--- src/rtl/gpio_irq_pkg.sv ---
package gpio_irq_pkg;
  localparam int REG_W = 32;
  localparam int IDX_W = 5;

  localparam logic [5:0] W_DATA = 6'd0;
  localparam logic [5:0] W_OUT  = 6'd1;
  localparam logic [5:0] W_DIR  = 6'd2;
  localparam logic [5:0] W_MASK = 6'd3;
  localparam logic [5:0] W_POL  = 6'd4;
  localparam logic [5:0] W_EDGE = 6'd5;
  localparam logic [5:0] W_BYP  = 6'd6;
  localparam logic [5:0] W_MAP0 = 6'd8;

  typedef struct packed {
    logic             en;
    logic [IDX_W-1:0] idx;
  } route_t;

  // Event condition from polarity/edge select and current/previous sample
  function automatic logic pin_event(input logic pol, input logic edg,
                                     input logic cur, input logic prev);
    if (edg) return pol ? (cur & ~prev) : (~cur & prev);
    return pol ? cur : ~cur;
  endfunction

  function automatic logic [7:0] pack_route(input route_t r);
    return {r.en, 2'b00, r.idx};
  endfunction

  function automatic route_t unpack_route(input logic [7:0] b);
    route_t r;
    r.en  = b[7];
    r.idx = b[IDX_W-1:0];
    return r;
  endfunction

  // Lowest bit of pin p's byte lane inside its route word
  function automatic int lane_lsb(input int pin);
    return 24 - 8 * (pin % 4);
  endfunction
endpackage

--- src/rtl/gpio_sync_edge.sv ---
module gpio_sync_edge #(
  parameter int NPINS = 32
) (
  input  logic             clk,
  input  logic             rst_n,
  input  logic [NPINS-1:0] pin_in,
  input  logic [NPINS-1:0] bypass,
  output logic [NPINS-1:0] samp,
  output logic [NPINS-1:0] prev
);
  logic [NPINS-1:0] s1, s2;

  always_ff @(posedge clk) begin
    if (!rst_n) begin
      s1   <= '0;
      s2   <= '0;
      prev <= '0;
    end else begin
      s1   <= pin_in;
      s2   <= s1;
      prev <= samp;
    end
  end

  always_comb samp = (bypass & s1) | (~bypass & s2);
endmodule

--- src/rtl/gpio_regfile.sv ---
module gpio_regfile
  import gpio_irq_pkg::*;
#(
  parameter int NPINS = 32
) (
  input  logic                    clk,
  input  logic                    rst_n,
  input  logic                    bus_sel,
  input  logic                    bus_wr,
  input  logic [7:0]              bus_addr,
  input  logic [REG_W-1:0]        bus_wdata,
  output logic [REG_W-1:0]        bus_rdata,
  input  logic [NPINS-1:0]        samp,
  output logic [NPINS-1:0]        out_q,
  output logic [NPINS-1:0]        dir_q,
  output logic [NPINS-1:0]        mask_q,
  output logic [NPINS-1:0]        pol_q,
  output logic [NPINS-1:0]        edge_q,
  output logic [NPINS-1:0]        byp_q,
  output route_t [NPINS-1:0]      routes
);
  logic [5:0] word;
  logic       aligned, wr_en;

  assign word    = bus_addr[7:2];
  assign aligned = (bus_addr[1:0] == 2'b00);
  assign wr_en   = bus_sel & bus_wr & aligned;

  always_ff @(posedge clk) begin
    if (!rst_n) begin
      out_q  <= '0;
      dir_q  <= '0;
      mask_q <= '0;
      pol_q  <= '0;
      edge_q <= '0;
      byp_q  <= '0;
    end else if (wr_en) begin
      case (word)
        W_OUT:  out_q  <= bus_wdata[NPINS-1:0];
        W_DIR:  dir_q  <= bus_wdata[NPINS-1:0];
        W_MASK: mask_q <= bus_wdata[NPINS-1:0];
        W_POL:  pol_q  <= bus_wdata[NPINS-1:0];
        W_EDGE: edge_q <= bus_wdata[NPINS-1:0];
        W_BYP:  byp_q  <= bus_wdata[NPINS-1:0];
        default: ;
      endcase
    end
  end

  for (genvar p = 0; p < NPINS; p++) begin : g_route
    localparam logic [5:0] MY_WORD = 6'(W_MAP0 + p / 4);
    localparam int         LSB     = lane_lsb(p);
    always_ff @(posedge clk) begin
      if (!rst_n) routes[p] <= '0;
      else if (wr_en && word == MY_WORD)
        routes[p] <= unpack_route(bus_wdata[LSB +: 8]);
    end
  end

  always_comb begin
    bus_rdata = '0;
    if (bus_sel && aligned) begin
      case (word)
        W_DATA: bus_rdata[NPINS-1:0] = samp;
        W_OUT:  bus_rdata[NPINS-1:0] = out_q;
        W_DIR:  bus_rdata[NPINS-1:0] = dir_q;
        W_MASK: bus_rdata[NPINS-1:0] = mask_q;
        W_POL:  bus_rdata[NPINS-1:0] = pol_q;
        W_EDGE: bus_rdata[NPINS-1:0] = edge_q;
        W_BYP:  bus_rdata[NPINS-1:0] = byp_q;
        default: begin
          for (int p = 0; p < NPINS; p++)
            if (word == 6'(W_MAP0 + p / 4))
              bus_rdata[lane_lsb(p) +: 8] = pack_route(routes[p]);
        end
      endcase
    end
  end
endmodule

--- src/rtl/gpio_irq_route.sv ---
module gpio_irq_route
  import gpio_irq_pkg::*;
#(
  parameter int NPINS = 32,
  parameter int NIRQ  = 4
) (
  input  logic               clk,
  input  logic               rst_n,
  input  logic [NPINS-1:0]   samp,
  input  logic [NPINS-1:0]   prev,
  input  logic [NPINS-1:0]   mask_q,
  input  logic [NPINS-1:0]   pol_q,
  input  logic [NPINS-1:0]   edge_q,
  input  route_t [NPINS-1:0] routes,
  output logic [NIRQ-1:0]    irq_out
);
  logic [NPINS-1:0] hit;
  logic [NIRQ-1:0]  irq_nxt;

  for (genvar p = 0; p < NPINS; p++) begin : g_hit
    assign hit[p] = mask_q[p] & routes[p].en &
                    pin_event(pol_q[p], edge_q[p], samp[p], prev[p]);
  end

  for (genvar j = 0; j < NIRQ; j++) begin : g_out
    logic [NPINS-1:0] sel;
    for (genvar p = 0; p < NPINS; p++) begin : g_sel
      assign sel[p] = (routes[p].idx == IDX_W'(j));
    end
    assign irq_nxt[j] = |(hit & sel);
  end

  always_ff @(posedge clk) begin
    if (!rst_n) irq_out <= '0;
    else        irq_out <= irq_nxt;
  end
endmodule

--- src/rtl/gpio_irq_router.sv ---
module gpio_irq_router
  import gpio_irq_pkg::*;
#(
  parameter int NPINS = 32,
  parameter int NIRQ  = 4
) (
  input  logic             clk,
  input  logic             rst_n,
  input  logic             bus_sel,
  input  logic             bus_wr,
  input  logic [7:0]       bus_addr,
  input  logic [31:0]      bus_wdata,
  output logic [31:0]      bus_rdata,
  input  logic [NPINS-1:0] pin_in,
  output logic [NPINS-1:0] pin_out,
  output logic [NPINS-1:0] pin_oe,
  output logic [NIRQ-1:0]  irq_out
);
  logic [NPINS-1:0]   samp, prev;
  logic [NPINS-1:0]   out_q, dir_q, mask_q, pol_q, edge_q, byp_q;
  route_t [NPINS-1:0] routes;

  gpio_sync_edge #(.NPINS(NPINS)) u_sync (
    .clk(clk), .rst_n(rst_n), .pin_in(pin_in), .bypass(byp_q),
    .samp(samp), .prev(prev)
  );

  gpio_regfile #(.NPINS(NPINS)) u_regs (
    .clk(clk), .rst_n(rst_n), .bus_sel(bus_sel), .bus_wr(bus_wr),
    .bus_addr(bus_addr), .bus_wdata(bus_wdata), .bus_rdata(bus_rdata),
    .samp(samp), .out_q(out_q), .dir_q(dir_q), .mask_q(mask_q),
    .pol_q(pol_q), .edge_q(edge_q), .byp_q(byp_q), .routes(routes)
  );

  gpio_irq_route #(.NPINS(NPINS), .NIRQ(NIRQ)) u_route (
    .clk(clk), .rst_n(rst_n), .samp(samp), .prev(prev), .mask_q(mask_q),
    .pol_q(pol_q), .edge_q(edge_q), .routes(routes), .irq_out(irq_out)
  );

  assign pin_out = out_q;
  assign pin_oe  = dir_q;
endmodule

--- config.mk ---
export PLATFORM = sky130hd
export DESIGN_NAME = gpio_irq_router
export DESIGN_NICKNAME = d
export VERILOG_FILES = /design/src/rtl/gpio_irq_pkg.sv /design/src/rtl/gpio_sync_edge.sv /design/src/rtl/gpio_regfile.sv /design/src/rtl/gpio_irq_route.sv /design/src/rtl/gpio_irq_router.sv
export SDC_FILE = /design/constraint.sdc
export NUM_CORES = 1
export LEC_CHECK = 0
export ABC_AREA = 1
export BUFFER_PORTS_ARGS = -buffer_cell sky130_fd_sc_hd__buf_2
export CAP_MARGIN = 20
export CORE_MARGIN = 2
export CORE_UTILIZATION = 35
export DETAILED_ROUTE_END_ITERATION = 10
export PLACE_DENSITY_LB_ADDON = 0.1
export SETUP_SLACK_MARGIN = 0.3
export SLEW_MARGIN = 10
export SYNTH_ARGS = -nofsm -noshare
export SYNTH_HDL_FRONTEND = slang
export SYNTH_SLANG_ARGS = --single-unit
--- constraint.sdc ---
create_clock -name clk -period 2.21 [get_ports clk]
set_input_delay 0.442 -clock clk [delete_from_list [all_inputs] [get_ports clk]]
set_output_delay 0.442 -clock clk [all_outputs]
set_load 0.05 [all_outputs]
### Word level (Yosys, flattened, before mapping)

Cells that the tools add are included.

* register bits after elaboration: 484
* bits of input ports: 76

* equality and inequality tests: 110
* mux-type cells: 194
* bitwise operators: 202
* reduce and logical (&&, ||, !) cells: 53

Operators with widths (number)
* 5-bit by 2-bit equality test with 1-bit output, second input constant: 64
* 8-bit two-way mux: 32
* 32-bit case mux with 7 select lines: 1
* 32-bit bitwise AND: 6
* 5-bit by 1-bit equality test with 1-bit output, second input constant: 32
* 5-bit zero test: 32
* 1-bit two-way mux: 160
* 1-bit bitwise AND: 130
* 32-bit OR reduction: 4
* 1-bit inverter: 64
* 6-bit by 4-bit equality test with 1-bit output, second input constant: 8
* 32-bit two-way mux: 1
* 32-bit inverter: 1
* 32-bit OR: 1
* 6-bit by 3-bit equality test with 1-bit output, second input constant: 3
* 6-bit by 2-bit equality test with 1-bit output, second input constant: 2
* 2-bit AND reduction: 6
* 1-bit logical AND: 9
* 6-bit by 1-bit equality test with 1-bit output, second input constant: 1
* 6-bit zero test: 1
* 2-bit zero test: 1

### Logic depth before layout (Yosys ltp)

* depth in word-level cells: 11
* mapped depth: 12
* gate-level depth less buffers: 12

### Cells and area by module

A second synthesis with hierarchy kept.

* cell total of the unflattened synthesis: 3940
* area, all modules: 24333.3 um2

Modules (own cells, without submodules)
* gpio_regfile: times used 1, cells each 2547, area each 16948.8 um2
* gpio_irq_route: times used 1, cells each 902, area each 3938.8 um2
* gpio_sync_edge: times used 1, cells each 491, area each 3445.8 um2

### Least setup slack after synthesis

Ideal clock, no wire load.

* path type: input-to-output
* start point: input port bus_addr[7]
* end point: output port bus_rdata[31]
* arrival: 2.231 ns
* data required time: 1.768 ns
* slack: -0.463 ns
* stages: 8
* cell sequence: nor2_4 nand3_4 nor2_1 buf_2 a22oi_1 nand4_1 nand2_1 a21oi_1

* longest elaborated chain between the ends: 11
* elaborated cells on any way between the ends: 25

Ends and longest elaborated chain
* start, declared: line gpio_irq_router.sv:11 `input logic [7:0] bus_addr,`
* 6-bit by 4-bit equality test with 1-bit output: line gpio_regfile.sv:73 `if (word == 6'(W_MAP0 + p / 4))`
* 8-bit two-way mux (8 in a row): line gpio_regfile.sv:73
* 32-bit case mux with 7 select lines *: line gpio_regfile.sv:63 `case (word)`
* 32-bit two-way mux *: line gpio_regfile.sv:62 `if (bus_sel && aligned) begin`
* end, declared: line gpio_irq_router.sv:13 `output logic [31:0] bus_rdata,`

Every way passes the cells marked *; elsewhere a longest branch is shown, timed or not.

### Worst setup path in the final report

* start point: input port bus_addr[6]
* end point: output port bus_rdata[23]

The elaborated chain is that of the path after synthesis.

==> flow_metrics.tcl <==
set metrics [dict create \
    synth_edf_count 0 \
    r2r_cells 13 \
    final_max_slew_viol_count 0 \
    multi_input_area_sq_um 11800 \
    critPathRequiredTime_ns 1.77 \
    drc 0 \
    crit_type "primary input to primary output" \
    drt-initial-drc-count 2494 \
    hp-class "primary input to register" \
    fin_hold_ws_ns 0.0188 \
    num_vias 24600 \
    rsz0062_at_grt "yes" \
    synth_seq_cells 484 \
    nets 3685 \
    place_area_sq_um 26400 \
    place_congestion 0.963 \
    failed_checks "setup timing" \
    yosys.cell_types.count 33 \
    htree_num_levels 2 \
    fill_cells 6323 \
    cp-end-kind "primary output" \
    grt_overflow 0 \
    die_height_microns 257 \
    p_sw_frac 0.247 \
    die_x_microns 257 \
    syn_nets 3381 \
    drv_cap 0 \
    maxSlewHeadroom 0.494 \
    ys_async_sr_fraction 0 \
    final_common_cell "nand2_1" \
    ff2ff_setup_slack_ns 0.37 \
    hold_depth 3 \
    drt-total-wl_microns 102000 \
    comb_power_share 0.063 \
    grt_max_degree 100 \
    timing.final.ws_setup_ns -0.495 \
    regArea_sq_um 9690 \
    clockRootBuffer "clkbuf_16" \
    final_cells 4499 \
    layout-drive-gt1-share 0.206 \
    worstReg2RegStart "u_regs.byp_q[31]$_SDFFE_PN0P_" \
    slowest_delay_ns 0.24 \
    min_delay_worst_endpoint "u_sync.s1[31]$_SDFF_PN0_" \
    clkLatencyLatePin_ns 0.64 \
    fin_worst_skew_ns 0.0322 \
    grt_pass1_vias 22900 \
    hold_start "pin_in[31]" \
    status "complete, but fails checks" \
    clockBufferDepth 3 \
    syn_area_per_cell_sq_um 6.80 \
    cts_tree "yes" \
    max-vdd-ir-drop_mv 0.702 \
    grt_pass1_wl_microns 149000 \
    place_ws_ns -0.945 \
    startpoint_type "primary input" \
    timing.fmax_mhz 370 \
    switching_power_mw 4.94 \
    ys_seq_area_frac 0.431 \
    die-area_sq_um 66300 \
    power_density_nw_per_um2 664 \
    vias_per_cell 5.46 \
    syn_inst 3305 \
    cp_max_fo 6 \
    setup_violations 32 \
    hold_viol 0 \
    layout_common_cells "nand2_1, dfxtp_1, a21oi_1" \
    areaGrowthSynthToFinish_pct 33.9 \
    final.min_clock_period_ns 2.70 \
    initial_core_util 0.355 \
    crit_chain "buf_8 -> nor2_4 -> buf_12 -> nand2_8 -> nor2_4 -> buf_6 -> buf_6 -> nand2_2 -> nand2_2 -> a21oi_2 -> buf_4 -> nand4_1 -> nor2_2 -> a21oi_4 -> buf_12" \
    synthesis.area_sq_um 22500 \
    synth_flop_cell "dfxtp_1" \
    clock_sinks 484 \
    cp_slowest_cell "nor2_4" \
    rr_endpoint "u_route.irq_out[0]$_SDFF_PN0_" \
    core-area_sq_um 63300 \
    p_leak_nw 12.9 \
    max_slew.worst_pin.slew_ns 0.759 \
    placedCellCount 4332 \
    post-route-period-util 1.22 \
    ant_nets 0 \
    numPortBuffers 175 \
    seq_power_share 0.442 \
    clock_power_share 0.495 \
    gr-usage-all-layers 0.297 \
    final_area_sq_um 30100 \
    ys_warn_count 0 \
    cts.clk_slew.worst_paths_ns 0.06 \
    antenna_found_initial 2 \
    diodes 0 \
    dp_hpwl_microns 74200 \
    intPower_mw 15.1 \
    fp-row-count 92 \
    pin_count 176 \
    wl_per_cell_microns 22.6 \
    dr.pass1.iters 6 \
    finalSetupTns_ns -12.13 \
    numCtsBuffers 56 \
    arrival_ns 2.26 \
]
-- power by group through the flow --
stage,clock network [mW],logic [mW],registers [mW]
finish,9.90,1.27,8.85
global route,10.4,1.33,8.85
CTS,10.1,1.21,8.85
detailed placement,0,1.10,9.04
global placement,0,1.09,9.04
floorplan,0,0.515,9.03
-- synthesized netlist by cell type (8+ instances only) --
cell type,n,area share
a21oi_1,498,0.11
a221oi_1,8,0.0031
a22oi_1,48,0.016
buf_2,79,0.018
clkbuf_1,100,0.017
dfxtp_1,484,0.43
inv_1,345,0.058
inv_2,12,0.0020
nand2_1,599,0.10
nand3_1,288,0.064
nand4_1,41,0.011
nor2_1,286,0.048
nor2_4,11,0.0055
nor4_1,8,0.0022
o21ai_0,430,0.096
o21ai_1,15,0.0033
-- worst max-delay path: cells and delay by family --
family                 cells  cell delay (ns)
buffers and inverters      6             0.80
AO/OA/AOI/OAI              2             0.23
AND/OR/NAND/NOR            7             0.78
-- area by class of cell --
cell class	count	share of cell area
clock buffers	76	0.0527
clock inverters	26	0.0123
inverters	359	0.0453
multi-input cells	2268	0.391
flip-flops and latches	484	0.322
well taps	846	0.0351
repair buffers	440	0.141
-- flip-flops by register name, summed over array words and instances, names as in the netlist --
| register | count |
|---|---|
| u_regs.byp_q | 32 |
| u_regs.dir_q | 32 |
| u_regs.edge_q | 32 |
| u_regs.mask_q | 32 |
| u_regs.out_q | 32 |
| u_regs.pol_q | 32 |
| u_regs.routes | 192 |
| u_route.irq_out | 4 |
| u_sync.prev | 32 |
| u_sync.s1 | 32 |
| u_sync.s2 | 32 |
-- per-layer routing --
metal | wire length (microns) | GRT usage | part of all wire | vias up
met4 | 3470 | 0.0986 | 0.034 | 2
met1 | 45200 | 0.414 | 0.44 | 11700
met3 | 7390 | 0.0405 | 0.073 | 178
met2 | 45700 | 0.473 | 0.45 | 1074
li1 | - | - | - | 11600
met5 | 13 | 0 | 0.00013 | -
-- kinds of logic after synthesis --
| family | synth area share |
|---|---|
| AND/OR/NAND/NOR | 0.238 |
| AO/OA/AOI/OAI | 0.233 |
| buffers and inverters | 0.0980 |
| flip-flops | 0.431 |
-- how the worst max path moves through the flow --
stage | startpoint | to | slack [ns] | cells after the start
after global placement | bus_addr[6] | bus_rdata[20] | -0.92 | 12
after global routing | bus_addr[6] | bus_rdata[12] | -0.54 | 14
final | bus_addr[6] | bus_rdata[23] | -0.49 | 15
after detailed placement | bus_addr[4] | bus_rdata[20] | -0.95 | 11
after CTS | bus_addr[7] | bus_rdata[23] | -0.46 | 15
after floorplan | bus_addr[6] | bus_rdata[19] | 0.04 | 10
-- repair_timing --
| action | CTS | global route |
|---|---|---|
| endpoints found under the setup margin | 36 | 36 |
| buffers inserted | 21 | 10 |
| gates resized for setup | 200 | 121 |
| gates cloned | 3 | 3 |
| pin swaps | 80 | 70 |
| endpoints found under the hold margin | 28 | 0 |
| hold buffers | 28 | 0 |
-- per-stage QoR --
stage,util,total power [mW]
after global placement,0.417,10.1
after global routing,0.476,20.6
after CTS,0.467,20.1
final,0.476,20.0
after floorplan,-,9.54
after detailed placement,0.417,10.1
No activity file was read; power rests on OpenSTA's default activity.
